==> src/rtl/sga_pkg.sv <==
package sga_pkg;
  typedef enum logic {
    SGA_OP_READ  = 1'b0,
    SGA_OP_WRITE = 1'b1
  } sga_op_e;
endpackage

==> src/rtl/sga_age_tracker.sv <==
module sga_age_tracker #(
  parameter int N_PROC       = 8,
  parameter int STARVE_LIMIT = 1000,
  parameter int AGE_W        = 10
) (
  input  logic                    clk,
  input  logic                    rst_n,
  input  logic [N_PROC-1:0]       pending,
  input  logic [N_PROC-1:0]       granted,
  output logic [N_PROC*AGE_W-1:0] age,
  output logic [N_PROC-1:0]       starved
);
  localparam logic [AGE_W-1:0] AGE_MAX = {AGE_W{1'b1}};
  localparam logic [AGE_W-1:0] LIMIT   = AGE_W'(STARVE_LIMIT);

  for (genvar i = 0; i < N_PROC; i++) begin : g_proc
    logic [AGE_W-1:0] age_q, age_d;
    logic             age_en;

    always_comb begin
      age_d = age_q;
      if (!pending[i] || granted[i]) begin
        age_d = '0;
      end else if (age_q != AGE_MAX) begin
        age_d = age_q + 1'b1;
      end
    end

    assign age_en = pending[i] || (age_q != '0);

    always_ff @(posedge clk or negedge rst_n) begin
      if (!rst_n) begin
        age_q <= '0;
      end else if (age_en) begin
        age_q <= age_d;
      end
    end

    assign age[i*AGE_W +: AGE_W] = age_q;
    assign starved[i]            = pending[i] && (age_q >= LIMIT);
  end
endmodule

==> src/rtl/sga_group_merge.sv <==
module sga_group_merge #(
  parameter int N_PROC  = 8,
  parameter int N_GROUP = 4,
  parameter int GID_W   = 2,
  parameter int PIDX_W  = 3,
  parameter int PRIO_W  = 2,
  parameter int AGE_W   = 10,
  parameter int CNT_W   = 4,
  parameter int KEY_W   = 18,
  parameter logic [N_PROC*GID_W-1:0] GROUP_MAP = '0
) (
  input  logic [N_PROC-1:0]        pending,
  input  logic [N_PROC-1:0]        eligible,
  input  logic [N_PROC*PRIO_W-1:0] prio,
  input  logic [N_PROC-1:0]        dep,
  input  logic [N_PROC*AGE_W-1:0]  age,
  input  logic [N_PROC-1:0]        starved,
  output logic [N_GROUP-1:0]       grp_valid,
  output logic [N_GROUP*KEY_W-1:0] grp_key,
  output logic [N_GROUP*PIDX_W-1:0] grp_proc
);
  logic [CNT_W-1:0] occ [N_GROUP];
  logic [KEY_W-1:0] key [N_PROC];

  // pending count per group
  always_comb begin
    for (int g = 0; g < N_GROUP; g++) begin
      occ[g] = '0;
      for (int i = 0; i < N_PROC; i++) begin
        if (GROUP_MAP[i*GID_W +: GID_W] == GID_W'(g)) begin
          occ[g] = occ[g] + CNT_W'(pending[i]);
        end
      end
    end
  end

  // ordering key per processor: starved, age when starved, prio, independent, occupancy
  for (genvar i = 0; i < N_PROC; i++) begin : g_key
    logic [GID_W-1:0] gid;
    logic [AGE_W-1:0] age_part;
    assign gid      = GROUP_MAP[i*GID_W +: GID_W];
    assign age_part = starved[i] ? age[i*AGE_W +: AGE_W] : '0;
    assign key[i]   = {starved[i], age_part, prio[i*PRIO_W +: PRIO_W], ~dep[i], occ[gid]};
  end

  // best eligible member of each group; ascending scan keeps lower index on ties
  always_comb begin
    for (int g = 0; g < N_GROUP; g++) begin
      logic             found;
      logic [KEY_W-1:0] best;
      logic [PIDX_W-1:0] who;
      found = 1'b0;
      best  = '0;
      who   = '0;
      for (int i = 0; i < N_PROC; i++) begin
        if (eligible[i] && (GROUP_MAP[i*GID_W +: GID_W] == GID_W'(g))) begin
          if (!found || (key[i] > best)) begin
            found = 1'b1;
            best  = key[i];
            who   = PIDX_W'(i);
          end
        end
      end
      grp_valid[g]                   = found;
      grp_key[g*KEY_W +: KEY_W]      = best;
      grp_proc[g*PIDX_W +: PIDX_W]   = who;
    end
  end
endmodule

==> src/rtl/sga_port_select.sv <==
module sga_port_select #(
  parameter int N_GROUP = 4,
  parameter int N_PORT  = 2,
  parameter int GID_W   = 2,
  parameter int KEY_W   = 18
) (
  input  logic [N_GROUP-1:0]       grp_valid,
  input  logic [N_GROUP*KEY_W-1:0] grp_key,
  output logic [N_PORT-1:0]        sel_valid,
  output logic [N_PORT*GID_W-1:0]  sel_grp
);
  always_comb begin
    logic [N_GROUP-1:0] taken;
    taken = '0;
    for (int p = 0; p < N_PORT; p++) begin
      logic             found;
      logic [KEY_W-1:0] best;
      logic [GID_W-1:0] bidx;
      found = 1'b0;
      best  = '0;
      bidx  = '0;
      for (int g = 0; g < N_GROUP; g++) begin
        if (grp_valid[g] && !taken[g]) begin
          if (!found || (grp_key[g*KEY_W +: KEY_W] > best)) begin
            found = 1'b1;
            best  = grp_key[g*KEY_W +: KEY_W];
            bidx  = GID_W'(g);
          end
        end
      end
      sel_valid[p]                 = found;
      sel_grp[p*GID_W +: GID_W]    = bidx;
      if (found) begin
        taken[bidx] = 1'b1;
      end
    end
  end
endmodule

==> src/rtl/sga_arbiter.sv <==
module sga_arbiter
  import sga_pkg::*;
#(
  parameter int N_PROC       = 8,
  parameter int N_GROUP      = 4,
  parameter int N_PORT       = 2,
  parameter int TAG_W        = 16,
  parameter int PRIO_W       = 2,
  parameter int STARVE_LIMIT = 1000,
  parameter logic [N_PROC*$clog2(N_GROUP)-1:0] GROUP_MAP = 16'hE4E4,
  localparam int PIDX_W      = $clog2(N_PROC),
  localparam int GID_W       = $clog2(N_GROUP)
) (
  input  logic                      clk,
  input  logic                      rst_n,
  input  logic [N_PROC-1:0]         req_valid,
  input  logic [N_PROC-1:0]         req_write,
  input  logic [N_PROC*TAG_W-1:0]   req_tag,
  input  logic [N_PROC*PRIO_W-1:0]  req_prio,
  input  logic [N_PROC-1:0]         req_dep,
  input  logic [N_PROC*PIDX_W-1:0]  req_dep_on,
  output logic [N_PROC-1:0]         req_ack,
  output logic [N_PORT-1:0]         gnt_valid,
  output logic [N_PORT*PIDX_W-1:0]  gnt_proc,
  output logic [N_PORT*GID_W-1:0]   gnt_group,
  output logic [N_PORT-1:0]         gnt_write,
  output logic [N_PORT*TAG_W-1:0]   gnt_tag
);
  localparam int AGE_W = $clog2(STARVE_LIMIT + 1);
  localparam int CNT_W = $clog2(N_PROC + 1);
  localparam int KEY_W = 1 + AGE_W + PRIO_W + 1 + CNT_W;

  logic [N_PROC-1:0]         ack_q;
  logic [N_PROC-1:0]         pending;
  logic [N_PROC-1:0]         eligible;
  logic [N_PROC-1:0]         granted_d;
  logic [N_PROC*AGE_W-1:0]   age;
  logic [N_PROC-1:0]         starved;
  logic [N_GROUP-1:0]        grp_valid;
  logic [N_GROUP*KEY_W-1:0]  grp_key;
  logic [N_GROUP*PIDX_W-1:0] grp_proc;
  logic [N_PORT-1:0]         sel_valid;
  logic [N_PORT*GID_W-1:0]   sel_grp;

  logic [N_PORT-1:0]         gv_d, gv_q;
  logic [N_PORT*PIDX_W-1:0]  gp_d, gp_q;
  logic [N_PORT*GID_W-1:0]   gg_d, gg_q;
  logic [N_PORT-1:0]         gw_d, gw_q;
  logic [N_PORT*TAG_W-1:0]   gt_d, gt_q;

  // a processor acknowledged last cycle is withdrawing and does not compete
  assign pending = req_valid & ~ack_q;

  for (genvar i = 0; i < N_PROC; i++) begin : g_elig
    logic [PIDX_W-1:0] tgt;
    logic              tgt_busy;
    assign tgt      = req_dep_on[i*PIDX_W +: PIDX_W];
    assign tgt_busy = (int'(tgt) < N_PROC) ? pending[tgt] : 1'b0;
    assign eligible[i] = pending[i] && !(req_dep[i] && tgt_busy);
  end

  sga_age_tracker #(
    .N_PROC      (N_PROC),
    .STARVE_LIMIT(STARVE_LIMIT),
    .AGE_W       (AGE_W)
  ) u_age (
    .clk    (clk),
    .rst_n  (rst_n),
    .pending(pending),
    .granted(granted_d),
    .age    (age),
    .starved(starved)
  );

  sga_group_merge #(
    .N_PROC   (N_PROC),
    .N_GROUP  (N_GROUP),
    .GID_W    (GID_W),
    .PIDX_W   (PIDX_W),
    .PRIO_W   (PRIO_W),
    .AGE_W    (AGE_W),
    .CNT_W    (CNT_W),
    .KEY_W    (KEY_W),
    .GROUP_MAP(GROUP_MAP)
  ) u_merge (
    .pending  (pending),
    .eligible (eligible),
    .prio     (req_prio),
    .dep      (req_dep),
    .age      (age),
    .starved  (starved),
    .grp_valid(grp_valid),
    .grp_key  (grp_key),
    .grp_proc (grp_proc)
  );

  sga_port_select #(
    .N_GROUP(N_GROUP),
    .N_PORT (N_PORT),
    .GID_W  (GID_W),
    .KEY_W  (KEY_W)
  ) u_sel (
    .grp_valid(grp_valid),
    .grp_key  (grp_key),
    .sel_valid(sel_valid),
    .sel_grp  (sel_grp)
  );

  // next-state for the grant ports
  always_comb begin
    gv_d      = '0;
    gp_d      = '0;
    gg_d      = '0;
    gw_d      = '0;
    gt_d      = '0;
    granted_d = '0;
    for (int p = 0; p < N_PORT; p++) begin
      logic [GID_W-1:0]  g;
      logic [PIDX_W-1:0] w;
      g = sel_grp[p*GID_W +: GID_W];
      w = grp_proc[g*PIDX_W +: PIDX_W];
      if (sel_valid[p]) begin
        gv_d[p]                  = 1'b1;
        gp_d[p*PIDX_W +: PIDX_W] = w;
        gg_d[p*GID_W +: GID_W]   = g;
        gw_d[p]                  = (sga_op_e'(req_write[w]) == SGA_OP_WRITE);
        gt_d[p*TAG_W +: TAG_W]   = req_tag[w*TAG_W +: TAG_W];
        granted_d[w]             = 1'b1;
      end
    end
  end

  // valid/ack registers update every cycle; payload only when a port grants
  always_ff @(posedge clk or negedge rst_n) begin
    if (!rst_n) begin
      gv_q  <= '0;
      ack_q <= '0;
    end else begin
      gv_q  <= gv_d;
      ack_q <= granted_d;
    end
  end

  for (genvar p = 0; p < N_PORT; p++) begin : g_port_reg
    always_ff @(posedge clk or negedge rst_n) begin
      if (!rst_n) begin
        gp_q[p*PIDX_W +: PIDX_W] <= '0;
        gg_q[p*GID_W +: GID_W]   <= '0;
        gw_q[p]                  <= 1'b0;
        gt_q[p*TAG_W +: TAG_W]   <= '0;
      end else if (gv_d[p]) begin
        gp_q[p*PIDX_W +: PIDX_W] <= gp_d[p*PIDX_W +: PIDX_W];
        gg_q[p*GID_W +: GID_W]   <= gg_d[p*GID_W +: GID_W];
        gw_q[p]                  <= gw_d[p];
        gt_q[p*TAG_W +: TAG_W]   <= gt_d[p*TAG_W +: TAG_W];
      end
    end
  end

  assign req_ack   = ack_q;
  assign gnt_valid = gv_q;
  assign gnt_proc  = gp_q;
  assign gnt_group = gg_q;
  assign gnt_write = gw_q;
  assign gnt_tag   = gt_q;
endmodule

==> config.mk <==
export PLATFORM = sky130hd
export DESIGN_NAME = sga_arbiter
export DESIGN_NICKNAME = d
export VERILOG_FILES = /design/src/rtl/sga_pkg.sv /design/src/rtl/sga_age_tracker.sv /design/src/rtl/sga_group_merge.sv /design/src/rtl/sga_port_select.sv /design/src/rtl/sga_arbiter.sv
export SDC_FILE = /design/constraint.sdc
export NUM_CORES = 1
export LEC_CHECK = 0
export BUFFER_PORTS_ARGS = -buffer_cell sky130_fd_sc_hd__buf_2
export CAP_MARGIN = 20
export CORE_MARGIN = 10
export CORE_UTILIZATION = 45
export DETAILED_ROUTE_END_ITERATION = 10
export GPL_TIMING_DRIVEN = 0
export PLACE_DENSITY_LB_ADDON = 0.15
export RECOVER_POWER = 50
export SKIP_CTS_REPAIR_TIMING = 1
export SYNTH_ARGS = -nofsm -noshare
export SYNTH_HDL_FRONTEND = slang
export SYNTH_SLANG_ARGS = --single-unit
==> constraint.sdc <==
create_clock -name clk -period 16.2 [get_ports clk]
set_clock_uncertainty 0.15 [all_clocks]
set_input_delay 1.62 -clock clk [delete_from_list [all_inputs] [get_ports clk]]
set_output_delay 1.62 -clock clk [all_outputs]
set_load 0.01 [all_outputs]
# [Word-level counts from Yosys, hierarchy flattened]
# Cells that the tools add are included.
[word_totals] register_bits=134 output_inout_bits=54 inputBits=194 wordCells=332
[classes] n_shift=4 mul=2 bitwise=11 mux=134 addsub=12 magnitude_cmp=32 n_reduce_logical=111 n_eq_ne=8
[op_table] op="2-to-1 mux 18 bit" count=22
[op_table] op="variable part select 128 x 8 -> 16 bit" count=2
[op_table] op="2-to-1 mux 10 bit" count=24
[op_table] op="> comparator 18 bit" count=10
[op_table] op="adder 10 x 1 -> 10 bit, second input constant" count=8
[op_table] op=">= comparator 10 bit, second input constant" count=8
[op_table] op="!= test 10 bit, second input constant" count=8
[op_table] op="nonzero test 10 bit" count=8
[op_table] op="2-to-1 mux 1 bit" count=46
[op_table] op="< comparator 3 x 4 -> 1 bit, second input constant" count=10
[op_table] op="2-to-1 mux 16 bit" count=2
[op_table] op="logical AND 1 bit" count=31
[op_table] op="binary-select mux 1 bit (select 3 bit)" count=10
[op_table] op="logical NOT 1 bit" count=30
[op_table] op="2-to-1 mux 3 bit" count=10
[op_table] op="2-to-1 mux 2 bit" count=14
[op_table] op="logical OR 1 bit" count=26
[op_table] op="variable part select 12 x 5 -> 3 bit" count=2
[op_table] op="2-to-1 mux 8 bit" count=2
[op_table] op="AND reduction 2 bit" count=8
[op_table] op="nonzero test 2 bit" count=8
[op_table] op="adder 1 x 1 -> 2 bit" count=4
[op_table] op="bitwise AND 8 bit" count=1
[op_table] op="multiplier 2 x 2 -> 4 bit, second input constant" count=2
[op_table] op="9 further kinds" count=18

# [Logic depth before layout (Yosys ltp)]
# Gate-level depths: netlist of run 1.
[logic_depth] depth_word=56 ltp_mapped=91 mapped_depth_nobuf=79

# [By module]
# Synthesis of run 1 repeated with hierarchy kept, for this count alone.
[hier_totals] cells_unflattened=1934 hier_area_um2=15991.6
[by_module_without_submodules] module="sga_arbiter" cells_per_inst=514 area_per_inst_um2=4825.9 n_inst=1 seq_area_each_um2=1351.3
[by_module_without_submodules] module="sga_age_tracker" cells_per_inst=494 area_per_inst_um2=4695.8 n_inst=1 seq_area_each_um2=2001.9
[by_module_without_submodules] module="sga_port_select" cells_per_inst=488 area_per_inst_um2=3736.1 n_inst=1 seq_area_each_um2=0.0
[by_module_without_submodules] module="sga_group_merge" cells_per_inst=438 area_per_inst_um2=2733.9 n_inst=1 seq_area_each_um2=0.0

# [Worst setup path before layout of run 1]
# OpenSTA, ideal clock, no wires.
[synth_path] path_kind="input-to-reg" start="input req_valid[7]" end="register gt_q[19] (netlist: gnt_tag[19])" setup_ns=0.124 arrival_ns=17.652 stages=84 n_path_buf=13 required_ns=15.926 setup_slack_ns=-1.726 cell_sequence="nand2b_1 -> buf_6 -> inv_4 -> mux4_2 -> nand3_1 -> o311a_1 -> and2_1 -> clkbuf_1 -> buf_1 -> nand2_1 -> ha_1 -> a21o_1 -> a21o_1 -> a211o_1 -> a221o_1 -> o2bb2ai_1 -> a21bo_2 -> clkbuf_1 -> (+48 left out) -> a211o_1 -> nand2_1 -> clkbuf_1 -> nand2_1 -> o21ai_0 -> ha_1 -> a21o_1 -> a21o_1 -> a21oi_1 -> o21ai_0 -> a2bb2oi_1 -> o21ai_2 -> and4_4 -> a21oi_2 -> buf_6 -> a211oi_2 -> a2111oi_0 -> a211o_1"
[synth_via] elab_chain_len=48 elab_cells_between_ends=164 cone_classes="add/sub: 1; mul: 1; order compare: 12; shift: 2; mux: 93; bitwise: 1; reduce/logical: 54"
[synth_rtl] item="from (decl)" line="sga_arbiter.sv:16" rtl="input logic [N_PROC-1:0] req_valid,"
[synth_rtl] item="bitwise AND 8 bit *" line="sga_arbiter.sv:52" rtl="assign pending = req_valid & ~ack_q;"
[synth_rtl] item="binary-select mux 1 bit (select 3 bit)" line="sga_arbiter.sv:58" rtl="assign tgt_busy = (int'(tgt) < N_PROC) ? pending[tgt] : 1'b0;"
[synth_rtl] item="2-to-1 mux 1 bit (not written as such)" line="sga_arbiter.sv:58"
[synth_rtl] item="logical AND 1 bit" line="sga_arbiter.sv:59" rtl="assign eligible[i] = pending[i] && !(req_dep[i] && tgt_busy);"
[synth_rtl] item="logical NOT 1 bit" line="sga_arbiter.sv:59"
[synth_rtl] item="logical AND 1 bit" line="sga_arbiter.sv:59"
[synth_rtl] item="2-to-1 mux 18 bit or 2-to-1 mux 1 bit (tied branches)" line="sga_group_merge.sv:56" rtl="if (eligible[i] && (GROUP_MAP[i*GID_W +: GID_W] == GID_W'(g))) begin"
[synth_rtl] item="> comparator 18 bit or logical NOT 1 bit (tied branches)" line="sga_group_merge.sv:57" rtl="if (!found || (key[i] > best)) begin"
[synth_rtl] item="(+32 left out)"
[synth_rtl] item="> comparator 18 bit or logical NOT 1 bit (tied branches)" line="sga_port_select.sv:24" rtl="if (!found || (grp_key[g*KEY_W +: KEY_W] > best)) begin"
[synth_rtl] item="logical OR 1 bit" line="sga_port_select.sv:24"
[synth_rtl] item="2-to-1 mux 2 bit" line="sga_port_select.sv:24"
[synth_rtl] item="2-to-1 mux 2 bit" line="sga_port_select.sv:23" rtl="if (grp_valid[g] && !taken[g]) begin"
[synth_rtl] item="multiplier 2 x 2 -> 4 bit" line="sga_arbiter.sv:121" rtl="w = grp_proc[g*PIDX_W +: PIDX_W];"
[synth_rtl] item="variable part select 12 x 5 -> 3 bit" line="sga_arbiter.sv:121"
[synth_rtl] item="variable part select 128 x 8 -> 16 bit" line="sga_arbiter.sv:127" rtl="gt_d[p*TAG_W +: TAG_W] = req_tag[w*TAG_W +: TAG_W];"
[synth_rtl] item="2-to-1 mux 16 bit" line="sga_arbiter.sv:122" rtl="if (sel_valid[p]) begin"
[synth_rtl] item="to (signal, indexed assignment)" line="sga_arbiter.sv:155" rtl="gt_q[p*TAG_W +: TAG_W] <= gt_d[p*TAG_W +: TAG_W];"
[synth_rtl] item="to (decl)" line="sga_arbiter.sv:49" rtl="logic [N_PORT*TAG_W-1:0] gt_d, gt_q;"
# Every way passes the cells marked *; elsewhere a longest branch is shown, timed or not. The select of a mux whose other input is x is not followed.
# A chain may end at the register's enable or synchronous reset.

# [Final worst setup path of run 1]
[layout_path] start="input req_valid[7]" end="register gt_q[25] (netlist: gnt_tag[25])"
# The elaborated chain is that of the path after synthesis.

==> metrics, run 1 <==
status finished with violations; failing checks capacitance limit, slew limit, setup timing; nets@finish between 2000 and 3000; Period minus WS final ~17 ns; largest net degree at the start of global routing a little under 80; WS Path Type input port to flip-flop; P_int roughly 2.0 mW; final cell count without fillers 2722; GPL Wtd Cong between 0.9 and 1; Setup TNS -85.20 ns; critical path arrival 17.44 ns; vias in the first global route 15600; pwr/cell area between 150 and 200 nW/um^2; Worst EP required 16.44 ns; Fmax approximately 58 MHz; Logic pwr share approximately 77%; Final Slew Violations ~140; global-route wire length before repair around 86000 um; commonest cells after routing, fill and taps aside buf_2, nand2_1, ha_1, dfrtp_1, nor2_1; clock buffer depth 2; commonest non-fill, non-tap cell in the layout buf_2; Worst Hold Class flip-flop to flip-flop; WP depth 86; post-synth top area cell dfrtp_1; Die Area between 40000 and 50000 sq um; Leak roughly 9.8 nW; Post-DRT Antenna Nets 0; CP top delay family compound AO/OA/AOI/OAI gates; Reg power frac 13.0%; IO Port Bufs roughly 250; Sink Count approximately 130; Post-synth top flop dfrtp_1; Synthesis Warnings 0; dpl cells around 2600; RSZ-0062 raised after global routing yes; CTS tree built; WHS Path Cells 2; worst-skew pair later-pin latency between 0.4 and 0.5 ns; antenna diode count 0; cell mode on critical path buf_8; worst path buffer plus inverter count 17; top cells by area, synth dfrtp_1, ha_1, mux2i_1, nand2_1, nor2_1; Mapped Cells about 1900; Hold Vio Cnt, Final 0; worst reg2reg path depth 85; Vias 16600; drt pass-1 iters 6; total power between 3 and 4 mW; VDD IR max 153 uV; initial antenna violation count 1; layout cell share with drive strength beyond 1 approximately 35%; vias per cell approximately 6; # DRC 0; crit path capture type flip-flop; Area Overhead vs Synth 37.7%; I/O pin cnt approximately 250; mean area per synthesized cell roughly 8.0 sq um; Horiz. Die Dim 203 um; Clock power frac between 10% and 20%; Yosys cell types a little under 100; final setup violating endpoints 110; H-tree Lvls 4; Final Cycle Share 106%; Worst Setup Slack, final -0.996 ns; DR WL/cell roughly 22 um; Sw Share around half; max cap viols 2; initial DRC count 1309; Core ar. ~33000 sq um; final WL between 50000 and 60000 um; Seq/Total Area, Yosys 22.2%; Slew @ Worst Pin 4.54 ns; Die H slightly above 200 um; synthesized netlist net count approximately 2200; DP HPWL between 40000 and 50000 um; area share of the largest cell type after synthesis between 20% and 30%; cts bufs inserted 17; dpl ws -4.00 ns; Switching Power ~1.9 mW; critical path's slowest cell or4_1; Yosys reg bits between 100 and 150; asr flop ratio synth 100%; CP max stage delay approximately 0.53 ns; grt total ovfl 0; CTS root buffer clkbuf_16; clock slew at reported path FFs approximately 0.060 ns; Post-Synthesis Cell Area approximately 15000 sq um; Starting Density a little under half; Worst setup SP type input port; Crit Path Max Fanout 10; number of flops mapped to enable cells by yosys 0; Slew headroom -202%; all-layer global routing usage between 20% and 30%; cell row count between 60 and 70
-- through the flow --
stage | hold WS, ns | area, sq um | utilization, %
after floorplan | 0.350 | 15300 | -
after global placement | 0.309 | 17100 | 52.2
after detailed placement | 0.312 | 17100 | 52.3
after CTS | 0.332 | 17700 | 54.1
after global routing | 0.355 | 20800 | 63.3
final | 0.331 | 20800 | 63.3
-- per-layer routing --
| layer | GRT usage, % | wire (um) |
|---|---|---|
| met1 | 31.2 | 23600 |
| met2 | 44.5 | 29100 |
| met3 | 5.03 | 4120 |
| met4 | 10.4 | 2740 |
| met5 | 0 | 8 |
-- registers in the layout, summed over array words and instances, names as in the netlist --
register            count
u_age.g_proc.age_q     80
gnt_tag                32
req_ack                 8
gnt_proc                6
gnt_group               4
gnt_valid               2
gnt_write               2
-- cell type report --
cell class              count  area [sq um]
clock inverters            13           146
well taps                 442           553
inverters                 124           498
fillers                  2770         12000
multi-input cells        1524         12500
flip-flops and latches    134          3350
clock buffers              19           453
plain buffers              92           842
repair buffers            374          2440
-- worst reg2reg max path, delay by kind of cell (launching register included) --
family	cells	cell delay, ns
simple gates	25	4.21
flops	1	0.37
mux	4	0.92
fa+ha+maj	7	2.09
compound gates	33	6.30
buf+inv	16	2.30
-- cells by family (layout without fill, tap and decap cells) --
kind of cell	after synthesis	count (layout)	synth area share, %
XOR/XNOR	46	46	2.67
multiplexers	133	133	9.63
adder cells (fa/ha/maj)	174	174	14.4
AND/OR/NAND/NOR	701	701	22.6
flip-flops	134	134	22.2
AO/OA/AOI/OAI	470	470	22.1
buffers and inverters	216	622	6.36
-- cell usage after synthesis, types with 37 or more instances --
library cell / n
nand3_1: 70
o21ai_0: 103
nor2_1: 156
inv_1: 117
dfrtp_1: 134
nand2_1: 224
ha_1: 172
clkbuf_1: 46
mux2i_1: 84
nand2b_1: 37
mux2_2: 43
a21oi_1: 75
nand4_1: 54
-- worst paths after layout --
check                              from          end  slack (ns)
max                        req_valid[7]  gnt_tag[25]        -1.0
min                         gnt_proc[1]  gnt_proc[1]        0.33
max reg2reg                  req_ack[7]  gnt_tag[25]       -0.18
min reg2reg                 gnt_proc[1]  gnt_proc[1]        0.33
max in group asynchronous         rst_n  gnt_tag[12]        8.23
min in group asynchronous         rst_n   req_ack[3]        2.10
-- power by group through the flow --
stage / sequential (mW) / clock [mW] / combinational (mW)
CTS: 0.501 / 0.413 / 2.09
floorplan: 0.517 / 0 / 1.41
global route: 0.515 / 0.428 / 3.14
finish: 0.505 / 0.408 / 2.97
detailed placement: 0.505 / 0 / 2.08
global placement: 0.504 / 0 / 2.05
Power figures use the tool's default switching activity.
==> run 2: changes to the inputs <==
--- a/config.mk
+++ b/config.mk
@@ -6,14 +6,13 @@
 export NUM_CORES = 1
 export LEC_CHECK = 0
 export BUFFER_PORTS_ARGS = -buffer_cell sky130_fd_sc_hd__buf_2
-export CAP_MARGIN = 20
+export CAP_MARGIN = 30
 export CORE_MARGIN = 10
 export CORE_UTILIZATION = 45
 export DETAILED_ROUTE_END_ITERATION = 10
 export GPL_TIMING_DRIVEN = 0
 export PLACE_DENSITY_LB_ADDON = 0.15
 export RECOVER_POWER = 50
-export SKIP_CTS_REPAIR_TIMING = 1
 export SYNTH_ARGS = -nofsm -noshare
 export SYNTH_HDL_FRONTEND = slang
 export SYNTH_SLANG_ARGS = --single-unit
==> metrics, run 2 (synthesis gave the netlist of run 1 again) <==
Die H 203 um (unchanged); Final Util 68.6% (was 63.3%); drt pass-1 iters 7 (was 6); final setup violating endpoints 128 (was 110); dpl ws -4.02 ns (was -4.00 ns); Worst setup SP type input port (unchanged); Slew headroom -201% (was -202%); commonest cells after routing, fill and taps aside buf_2, nand2_1, buf_4, ha_1, dfrtp_1 (was buf_2, nand2_1, ha_1, dfrtp_1, nor2_1); WP depth 86 (unchanged); crit path capture type flip-flop (unchanged); DP HPWL 44200 um (was 44100 um); vias in the first global route 17600 (was 15600); pwr/cell area 203 nW/um^2 (was 187 nW/um^2); fin area 22500 sq um (was 20800 sq um); RSZ-0062 raised after global routing yes (unchanged); final WL 68500 um (was 59600 um); Starting Density 46.0% (unchanged); failing checks capacitance limit, slew limit, setup timing (unchanged); placed cell area 17200 sq um (was 17100 sq um); worst-skew pair later-pin latency 0.46 ns (about the same); H-tree Lvls 4 (unchanged); cts bufs inserted 17 (unchanged); Area Overhead vs Synth 49.1% (was 37.7%); Filler Cells Inserted 2462 (was 2770); Slew @ Worst Pin 4.51 ns (was 4.54 ns); initial antenna violation count 4 (was 1); grt total ovfl 0 (unchanged); Final Slew Violations 137 (unchanged); Final Cycle Share 109% (was 106%); CTS tree built (unchanged); cell row count 66 (unchanged); Fmax 56.6 MHz (was 58.2 MHz); WHS Path Cells 2 (unchanged); all-layer global routing usage 29.3% (was 25.9%); commonest non-fill, non-tap cell in the layout buf_2 (unchanged); worst hold margin 0.335 ns (was 0.331 ns); Largest register FFs 80 (unchanged); Worst EP required 16.39 ns (was 16.44 ns); GR Util met2 49.3% (was 44.5%); worst reg2reg path depth 83 (was 85); nets@finish 2741 (was 2633); initial DRC count 1707 (was 1309); vias per cell 6.40 (was 6.09); worst path buffer plus inverter count 19 (was 17); Sink Count 134 (unchanged); layout cell share with drive strength beyond 1 41.4% (was 34.5%); global-route wire length before repair 96800 um (was 85800 um); DR WL/cell 24.2 um (was 21.9 um); clock buffer depth 2 (unchanged); Die Area 41200 sq um (unchanged); Horiz. Die Dim 203 um (unchanged); Worst Setup Slack, final -1.47 ns (was -0.996 ns); WS Path Type input port to flip-flop (unchanged); CP max stage delay 0.46 ns (was 0.53 ns); # DRC 0 (unchanged); max cap viols 2 (unchanged); Period minus WS final 17.67 ns (was 17.20 ns); critical path arrival 17.86 ns (was 17.44 ns); Biggest register u_age.g_proc.age_q (unchanged); Crit Path Max Fanout 10 (unchanged); status finished with violations (unchanged); Leak 10.5 nW (was 9.79 nW); Vias 18100 (was 16600); Post-DRT Antenna Nets 0 (unchanged); total power 4.55 mW (was 3.89 mW); GPL Wtd Cong 0.952 (unchanged); Worst Hold Class flip-flop to flip-flop (unchanged); I/O pin cnt 248 (unchanged); CTS root buffer clkbuf_16 (unchanged); VDD IR max 148 uV (was 153 uV); met1 usage 33.8% (was 31.2%); clock slew at reported path FFs 0.06 ns (about the same); Core ar. 32800 sq um (unchanged); global-route track usage on met3 6.46% (was 5.03%); IO Port Bufs 247 (unchanged); largest net degree at the start of global routing 79 (unchanged); CP top delay family compound AO/OA/AOI/OAI gates (unchanged); critical path's slowest cell mux4_2 (was or4_1); Most Crowded Layer GR met2 (unchanged); Hold Vio Cnt, Final 0 (unchanged)
## run 2: cell count changes in the layout (fill, tap and decap cells not counted), moves of 8 or more
cell,delta
a21oi_1,-11
o21ai_2,+15
o21ai_0,-22
buf_8,+8
nor2_1,-13
buf_4,+84
nor2_2,+15
buf_6,+17
## run 2: timing repair
action	CTS	global route
hold buffers	0	0
endpoints found under the setup margin	110	128
gates cloned	14	2
buffers inserted	152	71
pin swaps	161	139
hold endpoints to repair	0	0
resized for setup	375	263
## run 2: power by group
part,total [mW],internal [mW],switching (mW)
sequential,0.509,0.429,0.0803
combinational,3.60,1.66,1.93
clock,0.447,0.282,0.165
## run 2: metal layers
layer | routed length (um) | up-vias
met2 | 32200 | 1152
met4 | 4970 | 6
li1 | - | 7865
met5 | 27 | -
met3 | 6150 | 369
met1 | 25200 | 8708
## run 2: area by class of cell
type | count | area [sq um] | area share [%]
clock buffers | 21 | 460 | 2.05
diodes | 1 | 2.50 | 0.0111
plain buffers | 89 | 912 | 4.06
inverters | 124 | 504 | 2.24
clock inverters | 10 | 194 | 0.863
flip-flops and latches | 134 | 3350 | 14.9
repair buffers | 485 | 3370 | 15.0
multi-input cells | 1524 | 13100 | 58.4
well taps | 442 | 553 | 2.46
## run 2: path summary, 6_finish.rpt
| path | start | endpoint | slack [ns] |
|---|---|---|---|
| min in group asynchronous | rst_n | req_ack[3] | 2.11 |
| max | req_valid[2] | gnt_tag[22] | -1.47 |
| min | gnt_proc[1] | gnt_proc[1] | 0.33 |
| max reg2reg | req_ack[5] | gnt_tag[22] | -0.73 |
| min reg2reg | gnt_proc[1] | gnt_proc[1] | 0.33 |
| max in group asynchronous | rst_n | gnt_tag[9] | 8.24 |
## run 2: tightest hold or removal path, cell delays in order, from the launching register on
cell and delay (ns):
dfrtp_1 0.35, nand2_1 0.05, nand2_1 0.06
## run 2: stage by stage
stage / TNS [ns] / cells
after floorplan: 0 / 1874
after global placement: -390.24 / 2563
after detailed placement: -403.62 / 2566
after CTS: -18.73 / 2763
after global routing: -177.00 / 2830
final: -157.73 / 2830
